$ cat src/rtl/mrs_pkg.sv
package mrs_pkg;

    typedef struct packed {
        logic cs_n;
        logic ras_n;
        logic cas_n;
        logic we_n;
    } cmd_t;

    localparam cmd_t CMD_NOP = '{cs_n: 1'b0, ras_n: 1'b1, cas_n: 1'b1, we_n: 1'b1};
    localparam cmd_t CMD_MRS = '{cs_n: 1'b0, ras_n: 1'b0, cas_n: 1'b0, we_n: 1'b0};

    typedef enum logic [0:0] {
        ST_IDLE = 1'b0,
        ST_WAIT = 1'b1
    } mrs_state_e;

    // field positions a memory decodes; fixed by the device, not tunable
    localparam int BL_LSB   = 0;
    localparam int BT_BIT   = 3;
    localparam int CL_LSB   = 4;
    localparam int TM_BIT   = 7;
    localparam int DLL_BIT  = 8;
    localparam int USED_W   = 9;

    function automatic logic bl_code_ok(input logic [2:0] code);
        return (code == 3'b001) || (code == 3'b010) || (code == 3'b011);
    endfunction

    function automatic logic cl_code_ok(input logic [2:0] code);
        return (code == 3'b010) || (code == 3'b110);
    endfunction

endpackage

$ cat src/rtl/mrs_req_check.sv
module mrs_req_check
    import mrs_pkg::*;
#(
    parameter int NBANK  = 4,
    parameter int ADDR_W = 12
) (
    input  logic [2:0]        bl,
    input  logic              bt,
    input  logic [2:0]        cl,
    input  logic              dll,
    input  logic [NBANK-1:0]  bank_idle,
    input  logic              cke_on,
    output logic              ok,
    output logic [ADDR_W-1:0] word
);
    localparam int RSV_W = ADDR_W - USED_W;

    logic codes_ok;
    logic array_ok;

    always_comb begin
        codes_ok = bl_code_ok(bl) && cl_code_ok(cl);
        array_ok = (&bank_idle) && cke_on;
        ok       = codes_ok && array_ok;
    end

    always_comb begin
        word[BL_LSB +: 3] = bl;
        word[BT_BIT]      = bt;
        word[CL_LSB +: 3] = cl;
        word[TM_BIT]      = 1'b0;
        word[DLL_BIT]     = dll;
    end

    generate
        if (RSV_W > 0) begin : g_rsv
            always_comb word[ADDR_W-1:USED_W] = '0;
        end
    endgenerate

endmodule

$ cat src/rtl/mrs_seq.sv
module mrs_seq
    import mrs_pkg::*;
#(
    parameter int ADDR_W   = 12,
    parameter int WAIT_CYC = 2
) (
    input  logic              clk,
    input  logic              rst_n,
    input  logic              req_valid,
    input  logic              req_ok,
    input  logic [ADDR_W-1:0] req_word,
    output logic              req_ready,
    output cmd_t              cmd,
    output logic [ADDR_W-1:0] cmd_addr,
    output logic [ADDR_W-1:0] mode_shadow,
    output logic              done,
    output logic              err
);
    localparam int CNT_W = (WAIT_CYC > 1) ? $clog2(WAIT_CYC) : 1;

    typedef struct packed {
        mrs_state_e        st;
        logic [CNT_W-1:0]  cnt;
        cmd_t              cmd;
        logic [ADDR_W-1:0] addr;
        logic [ADDR_W-1:0] mode;
        logic              done;
        logic              err;
    } seq_t;

    seq_t r_q, r_d;

    always_comb begin
        r_d      = r_q;
        r_d.done = 1'b0;
        r_d.err  = 1'b0;
        r_d.cmd  = CMD_NOP;
        r_d.addr = '0;
        case (r_q.st)
            ST_IDLE: begin
                if (req_valid) begin
                    if (req_ok) begin
                        r_d.st   = ST_WAIT;
                        r_d.cnt  = CNT_W'(WAIT_CYC - 1);
                        r_d.cmd  = CMD_MRS;
                        r_d.addr = req_word;
                        r_d.mode = req_word;
                    end else begin
                        r_d.err = 1'b1;
                    end
                end
            end
            ST_WAIT: begin
                if (r_q.cnt == '0) begin
                    r_d.st   = ST_IDLE;
                    r_d.done = 1'b1;
                end else begin
                    r_d.cnt = r_q.cnt - CNT_W'(1);
                end
            end
            default: r_d.st = ST_IDLE;
        endcase
    end

    always_ff @(posedge clk) begin
        if (!rst_n) begin
            r_q.st   <= ST_IDLE;
            r_q.cnt  <= '0;
            r_q.cmd  <= CMD_NOP;
            r_q.addr <= '0;
            r_q.mode <= '0;
            r_q.done <= 1'b0;
            r_q.err  <= 1'b0;
        end else begin
            r_q <= r_d;
        end
    end

    always_comb begin
        req_ready   = (r_q.st == ST_IDLE);
        cmd         = r_q.cmd;
        cmd_addr    = r_q.addr;
        mode_shadow = r_q.mode;
        done        = r_q.done;
        err         = r_q.err;
    end

endmodule

$ cat src/rtl/ddr_mrs_prog.sv
module ddr_mrs_prog
    import mrs_pkg::*;
#(
    parameter int NBANK    = 4,
    parameter int ADDR_W   = 12,
    parameter int WAIT_CYC = 2
) (
    input  logic              clk,
    input  logic              rst_n,
    input  logic              req_valid,
    output logic              req_ready,
    input  logic [2:0]        req_bl,
    input  logic              req_bt,
    input  logic [2:0]        req_cl,
    input  logic              req_dll_rst,
    input  logic [NBANK-1:0]  bank_idle,
    input  logic              cke_on,
    output logic              cmd_cs_n,
    output logic              cmd_ras_n,
    output logic              cmd_cas_n,
    output logic              cmd_we_n,
    output logic [1:0]        cmd_ba,
    output logic [ADDR_W-1:0] cmd_addr,
    output logic [ADDR_W-1:0] mode_shadow,
    output logic              mrs_done,
    output logic              mrs_err
);
    logic              chk_ok;
    logic [ADDR_W-1:0] chk_word;
    cmd_t              cmd;

    mrs_req_check #(.NBANK(NBANK), .ADDR_W(ADDR_W)) u_check (
        .bl        (req_bl),
        .bt        (req_bt),
        .cl        (req_cl),
        .dll       (req_dll_rst),
        .bank_idle (bank_idle),
        .cke_on    (cke_on),
        .ok        (chk_ok),
        .word      (chk_word)
    );

    mrs_seq #(.ADDR_W(ADDR_W), .WAIT_CYC(WAIT_CYC)) u_seq (
        .clk         (clk),
        .rst_n       (rst_n),
        .req_valid   (req_valid),
        .req_ok      (chk_ok),
        .req_word    (chk_word),
        .req_ready   (req_ready),
        .cmd         (cmd),
        .cmd_addr    (cmd_addr),
        .mode_shadow (mode_shadow),
        .done        (mrs_done),
        .err         (mrs_err)
    );

    always_comb begin
        cmd_cs_n  = cmd.cs_n;
        cmd_ras_n = cmd.ras_n;
        cmd_cas_n = cmd.cas_n;
        cmd_we_n  = cmd.we_n;
        cmd_ba    = 2'b00;
    end

endmodule

$ cat config.mk
export PLATFORM = sky130hd
export DESIGN_NAME = ddr_mrs_prog
export DESIGN_NICKNAME = d
export VERILOG_FILES = /design/src/rtl/mrs_pkg.sv /design/src/rtl/mrs_req_check.sv /design/src/rtl/mrs_seq.sv /design/src/rtl/ddr_mrs_prog.sv
export SDC_FILE = /design/constraint.sdc
export NUM_CORES = 1
export LEC_CHECK = 0
export BUFFER_PORTS_ARGS = -buffer_cell sky130_fd_sc_hd__buf_4
export CAP_MARGIN = 10
export CORE_MARGIN = 4
export CORE_UTILIZATION = 39
export DETAILED_ROUTE_END_ITERATION = 16
export PLACE_DENSITY = 0.81
export SYNTH_ARGS = -nofsm -noshare
export SYNTH_HDL_FRONTEND = slang
export SYNTH_SLANG_ARGS = --single-unit
export TNS_END_PERCENT = 50
$ cat constraint.sdc
create_clock -name clk -period 1.3 [get_ports clk]
set_input_delay 0.13 -clock clk [delete_from_list [all_inputs] [get_ports clk]]
set_output_delay 0.13 -clock clk [all_outputs]
set_load 0.02 [all_outputs]
Word level (Yosys, flattened, before mapping)
Index checks and enable logic that the tools add are counted.
Storage, ports and cells
  latch bits: 0
  bits in writable memories: 0
  memories: 0
  input port bits: 16
  bits in read-only memories: 0
  register bits after elaboration: 28
Cells by class
  mux-type cells: 7
  eq/ne operators: 7
  div/mod/pow operators: 0
  magnitude comparators: 0
  add/sub/neg operators: 1
  shifts and indexed selects: 0
  bitwise logic cells: 4
  reductions and logical operators: 12
  $mul: 0
Operators with widths (count)
  $mux 30: 2
  $eq 3x2->1 const B: 3
  $mux 1: 4
  $not 1->1: 4
  $pmux 2 s2: 1
  $reduce_and 2->1: 2
  $reduce_and 4->1: 1
  $reduce_or 4->1: 1
  $eq 3x1->1 const B: 1
  $eq 3x3->1 const B: 1
  $logic_and 1x1->1: 3
  $logic_or 1x1->1: 3
  $reduce_and 3->1: 1
  $reduce_or 3->1: 1
  $ne 2x1->1 const B: 1
  $ne 2x2->1 const B: 1
  $sub 1x1->1 const B: 1

Depth between registers and ports, before layout
  depth after elaboration: 8
  depth in mapped cells: 4
  depth with buffers taken out: 3

Hierarchy
A second synthesis with hierarchy kept.
Second synthesis, totals
  cells, all modules: 131
  area, all modules: 1298.7 um^2
By module, submodules not included
  mrs_seq: seq. area each 580.6 um^2, cells an instance 111, area an instance 1159.9 um^2, instances 1
  mrs_req_check: seq. area each 0.0 um^2, cells an instance 17, area an instance 120.1 um^2, instances 1
  ddr_mrs_prog: seq. area each 0.0 um^2, cells an instance 3, area an instance 18.8 um^2, instances 1

Least setup slack after synthesis
Ideal clock, no wire load.
  path type: register to register
  from: register u_seq.r_q[31] in the netlist's numbering
  to: register u_seq.r_q (netlist bit u_seq.mode_shadow[2])
  clock period less this slack: 1.343 ns
  cell stages (with the launch flop): 4
  path slack: -0.043 ns
  buffers on the path: 0
  arrival: 1.227 ns
  path through: dfxtp_1 nand2b_4 nor4_4 and3b_1
Between the ends
  cells in the longest elaborated chain, start to end: 2
RTL lines
  start, declared: RTL line mrs_seq.sv:31  | seq_t r_q, r_d;
  start signal, assigned: RTL line mrs_seq.sv:75  | r_q <= r_d;
  $not 1->1 (no line)
  $reduce_and 3->1 (no line)
Every way passes these cells.
A chain may end at the register's enable or synchronous reset.

Worst setup path in the final report
  from: register u_seq.r_q[31] in the netlist's numbering
  to: register u_seq.r_q (netlist bit u_seq.mode_shadow[4])
Same word-level chain as after synthesis.

==> impl_metrics.csv <==
group,metric,value,unit
logic_synthesis,synth_xor_area_share,0,%
logic_synthesis,syn-cell-area,937,sq um
place,io_buffer_count,37,
power_and_ir_drop,power.switching,254,uW
global_route,global_route.usage.total,9.96,%
floorplanning,core_area,2250,sq um
drt,detailedRoute.firstIterationViolations,5,
drt,antenna_left,0,
global_route,grt_start_max_net_pins,16,
power_and_ir_drop,switching_share,23.9,%
logic_synthesis,synth-adder-area-share,0,%
drt,mean_number_of_vias_per_cell,4.16,
layout,num-fill-cells,211,
power_and_ir_drop,combinationalPowerShare,10.8,%
floorplanning,start_util,41.6,%
sta,drv_slew,0,
critical_path,worstReg2RegStart,"u_seq.r_q[31]$_SDFF_PN0_",
critical_path,reg2reg_depth,4,
sta,setup-violations-final,0,
power_and_ir_drop,power.density,946,nW/um^2
logic_synthesis,yosys_register_bits,21,
logic_synthesis,synth-compound-area-share,2.40,%
global_route,wire_length_of_the_first_global_routing_pass,2560,microns
clock_network,cts-hold-fix-buffers,0,
critical_path,type_of_origin_of_the_critical_path,"flop",
drt,remaining_drc_errors,0,
drt,met3_wirelength,167,microns
logic_synthesis,synth_top_family_by_area,"buffers and inverters",
layout,final_layout_size_suffix_gt1_share,41.5,%
place,place_congestion,0.707,
logic_synthesis,ys_types,20,
sta,final_period_minus_worst_setup_slack,1.21,ns
worst_hold_path,hold_class,"input pin to flop",
sta,max_freq,826,MHz
floorplanning,fp.dieW,57.0,microns
worst_hold_path,min_path_cells,2,
drt,final_routed_wirelength,1590,microns
logic_synthesis,ys_seq_area_share,44.9,%
clock_network,clkSlewWorstSetupHoldPaths,0.11,ns
worst_hold_path,min_to,"u_seq.cmd_addr[3]$_SDFF_PP0_",
drt,drtPass1Iterations,4,
sta,whs,0.0426,ns
critical_path,worst_setup_path_end_kind,"flop",
clock_network,cts-root-buf,"sky130_fd_sc_hd__clkbuf_4",
floorplanning,design.die.area,3250,sq um
clock_network,cts_made_buffers,3,
power_and_ir_drop,p_leak,0.533,nW
logic_synthesis,yosys_warnings,0,
drt,wl_met2,838,microns
sta,clock-skew-final,0.00146,ns
drt,vias,608,
place,dpl.hpwl,1270,microns
critical_path,timing.critical_path.required,1.50,ns
layout,antenna_cells_inserted,0,
floorplanning,placementRows,17,
clock_network,clk-insertion-delay-late,0.30,ns
drt,drt-met1-wl,578,microns
logic_synthesis,post_synth.cell_area_avg,10.1,sq um
sta,finalHoldViolCount,0,
layout,synthToLayoutAreaGrowth,19.9,%
drt,highest_layer,"met4",
logic_synthesis,synthCells,93,
floorplanning,die_h,57.0,microns
global_route,grt_overflow_total,0,
power_and_ir_drop,internal_power,809,uW
critical_path,reg_to_reg_setup_timing_slack,0.09,ns
critical_path,timing.rr.end,"u_seq.mode_shadow[4]$_SDFFE_PN0P_",
floorplanning,num_io_pins,49,
global_route,grt_pass1_vias,615,
power_and_ir_drop,vdd_drop_max,472,uV
drt,routedWlPerCell,10.9,microns
sta,accumulated_negative_setup_slack,0,ns
clock_network,htree_levels,1,
logic_synthesis,post_synth_and_or_nand_nor_area_fraction,22.0,%
power_and_ir_drop,clock_power_share,28.1,%
critical_path,worstPathArrival,1.41,ns
power_and_ir_drop,finalPower,1.06,mW
run,drv_cap,0,
logic_synthesis,muxShareOfSynthArea,5.34,%
sta,rsz_0062_raised_after_global_routing,"no",
sta,period_share,93.1,%
worst_hold_path,min_from,"req_bt",
outcome,result_of_the_run,"complete, no violations",
clock_network,cts_max_path_buffers,2,
clock_network,numClockSinks,21,
power_and_ir_drop,p_seq_share,61.1,%
critical_path,critical_path_class,"flop to flop",
global_route,grt_antenna_before_repair,0,
clock_network,tritoncts,"yes",
critical_path,critical_path.max_fanout,10,
layout,nNetsFinal,135,
metrics by stage:
| stage | cells | area [sq um] | setup slack (ns) | util [%] |
|---|---|---|---|---|
| final | 146 | 1120 | 0.0892 | 49.8 |
| after global routing | 146 | 1120 | 0.0205 | 49.8 |
| after CTS | 146 | 1120 | 0.0591 | 49.7 |
| after detailed placement | 142 | 1090 | 0.0632 | 48.4 |
| after global placement | 142 | 1090 | 0.0905 | 48.4 |
| after floorplan | 105 | 983 | -0.0152 | - |
placed cells by master (no fill, tap or decap):
cell / count
sky130_fd_sc_hd__nand3b_1: 1
sky130_fd_sc_hd__dfxtp_1: 20
sky130_fd_sc_hd__mux2i_1: 5
sky130_fd_sc_hd__dfxtp_2: 1
sky130_fd_sc_hd__nand2_1: 11
sky130_fd_sc_hd__nor3_1: 1
sky130_fd_sc_hd__nand4b_1: 1
sky130_fd_sc_hd__clkinv_2: 1
sky130_fd_sc_hd__nor2b_1: 1
sky130_fd_sc_hd__conb_1: 13
sky130_fd_sc_hd__nand2b_4: 1
sky130_fd_sc_hd__nand4b_4: 1
sky130_fd_sc_hd__buf_6: 1
sky130_fd_sc_hd__buf_4: 39
sky130_fd_sc_hd__clkbuf_4: 3
sky130_fd_sc_hd__nor4_4: 1
sky130_fd_sc_hd__and3b_1: 2
sky130_fd_sc_hd__and2_1: 6
sky130_fd_sc_hd__nor4_2: 1
sky130_fd_sc_hd__o21a_1: 3
sky130_fd_sc_hd__inv_1: 2
sky130_fd_sc_hd__nor2_1: 3
final cells by class:
class / instances / area, sq um / area share (%)
Sequential cell: 21 / 422 / 37.5
Multi-Input combinational cell: 51 / 328 / 29.2
Timing Repair Buffer: 40 / 304 / 27.1
Tap cell: 28 / 35.0 / 3.12
Clock buffer: 3 / 22.5 / 2.00
Inverter: 2 / 7.51 / 0.668
Clock inverter: 1 / 5.00 / 0.445
kinds of logic after synthesis:
family,after synthesis
and+or+nand+nor,30
buffers and inverters,33
muxes,5
AOI/OAI and AO/OA,3
DFF,21
other,1
cell usage after synthesis (all sizes together):
cell type / count / area [sq um]
nand4b: 2 / 32.5
conb: 1 / 3.75
and2: 6 / 37.5
mux2i: 5 / 50.1
and3b: 2 / 17.5
nor3: 1 / 5.00
nor2b: 1 / 6.26
clkbuf: 1 / 3.75
o21a: 3 / 22.5
inv: 2 / 7.51
nor4: 2 / 33.8
dfxtp: 21 / 420
nand2: 11 / 41.3
nor2: 3 / 11.3
nand2b: 1 / 13.8
nand3b: 1 / 7.51
buf: 30 / 223
routing by layer:
layer | vias up | global-route usage [%]
met5 | - | 0
met4 | 0 | 4.97
met3 | 2 | 2.94
met2 | 30 | 19.6
met1 | 271 | 9.05
li1 | 305 | -
worst max path at each step:
stage                                   startpoint                                end  slack, ns  depth (start not counted)
after floorplan           u_seq.r_q[31]$_SDFF_PN0_  u_seq.mode_shadow[2]$_SDFFE_PN0P_      -0.02                          3
after global placement                   req_bl[2]  u_seq.mode_shadow[4]$_SDFFE_PN0P_       0.09                          5
after detailed placement                 req_cl[0]  u_seq.mode_shadow[2]$_SDFFE_PN0P_       0.06                          5
after CTS                 u_seq.r_q[31]$_SDFF_PN0_  u_seq.mode_shadow[4]$_SDFFE_PN0P_       0.06                          4
after global routing      u_seq.r_q[31]$_SDFF_PN0_  u_seq.mode_shadow[0]$_SDFFE_PN0P_       0.02                          4
final                     u_seq.r_q[31]$_SDFF_PN0_  u_seq.mode_shadow[4]$_SDFFE_PN0P_       0.09                          4
state kept, by name, summed over array words and instances (netlist names):
| register | cells |
|---|---|
| u_seq.r_q | 2 |
| u_seq.cmd | 1 |
| u_seq.done | 1 |
| u_seq.cmd_addr | 8 |
| u_seq.err | 1 |
| u_seq.mode_shadow | 8 |
power by group through the flow:
stage | clock (mW) | combinational [mW] | sequential [mW]
after detailed placement | 0 | 0.113 | 0.664
after CTS | 0.316 | 0.114 | 0.650
final | 0.299 | 0.115 | 0.650
after global routing | 0.337 | 0.123 | 0.651
after floorplan | 0 | 0.0877 | 0.667
after global placement | 0 | 0.111 | 0.664
repair_timing:
item,CTS,global route
setup buffers,0,0
endpoints found under the setup margin,0,1
gates resized for setup,0,1
critical path, stage by stage, from the launching register on:
cell and delay, ns:
sky130_fd_sc_hd__dfxtp_2 0.36, sky130_fd_sc_hd__nand2b_4 0.14, sky130_fd_sc_hd__nor4_4 0.25, sky130_fd_sc_hd__buf_6 0.18
sky130_fd_sc_hd__and3b_1 0.18
(Power assumes the default switching activity.)
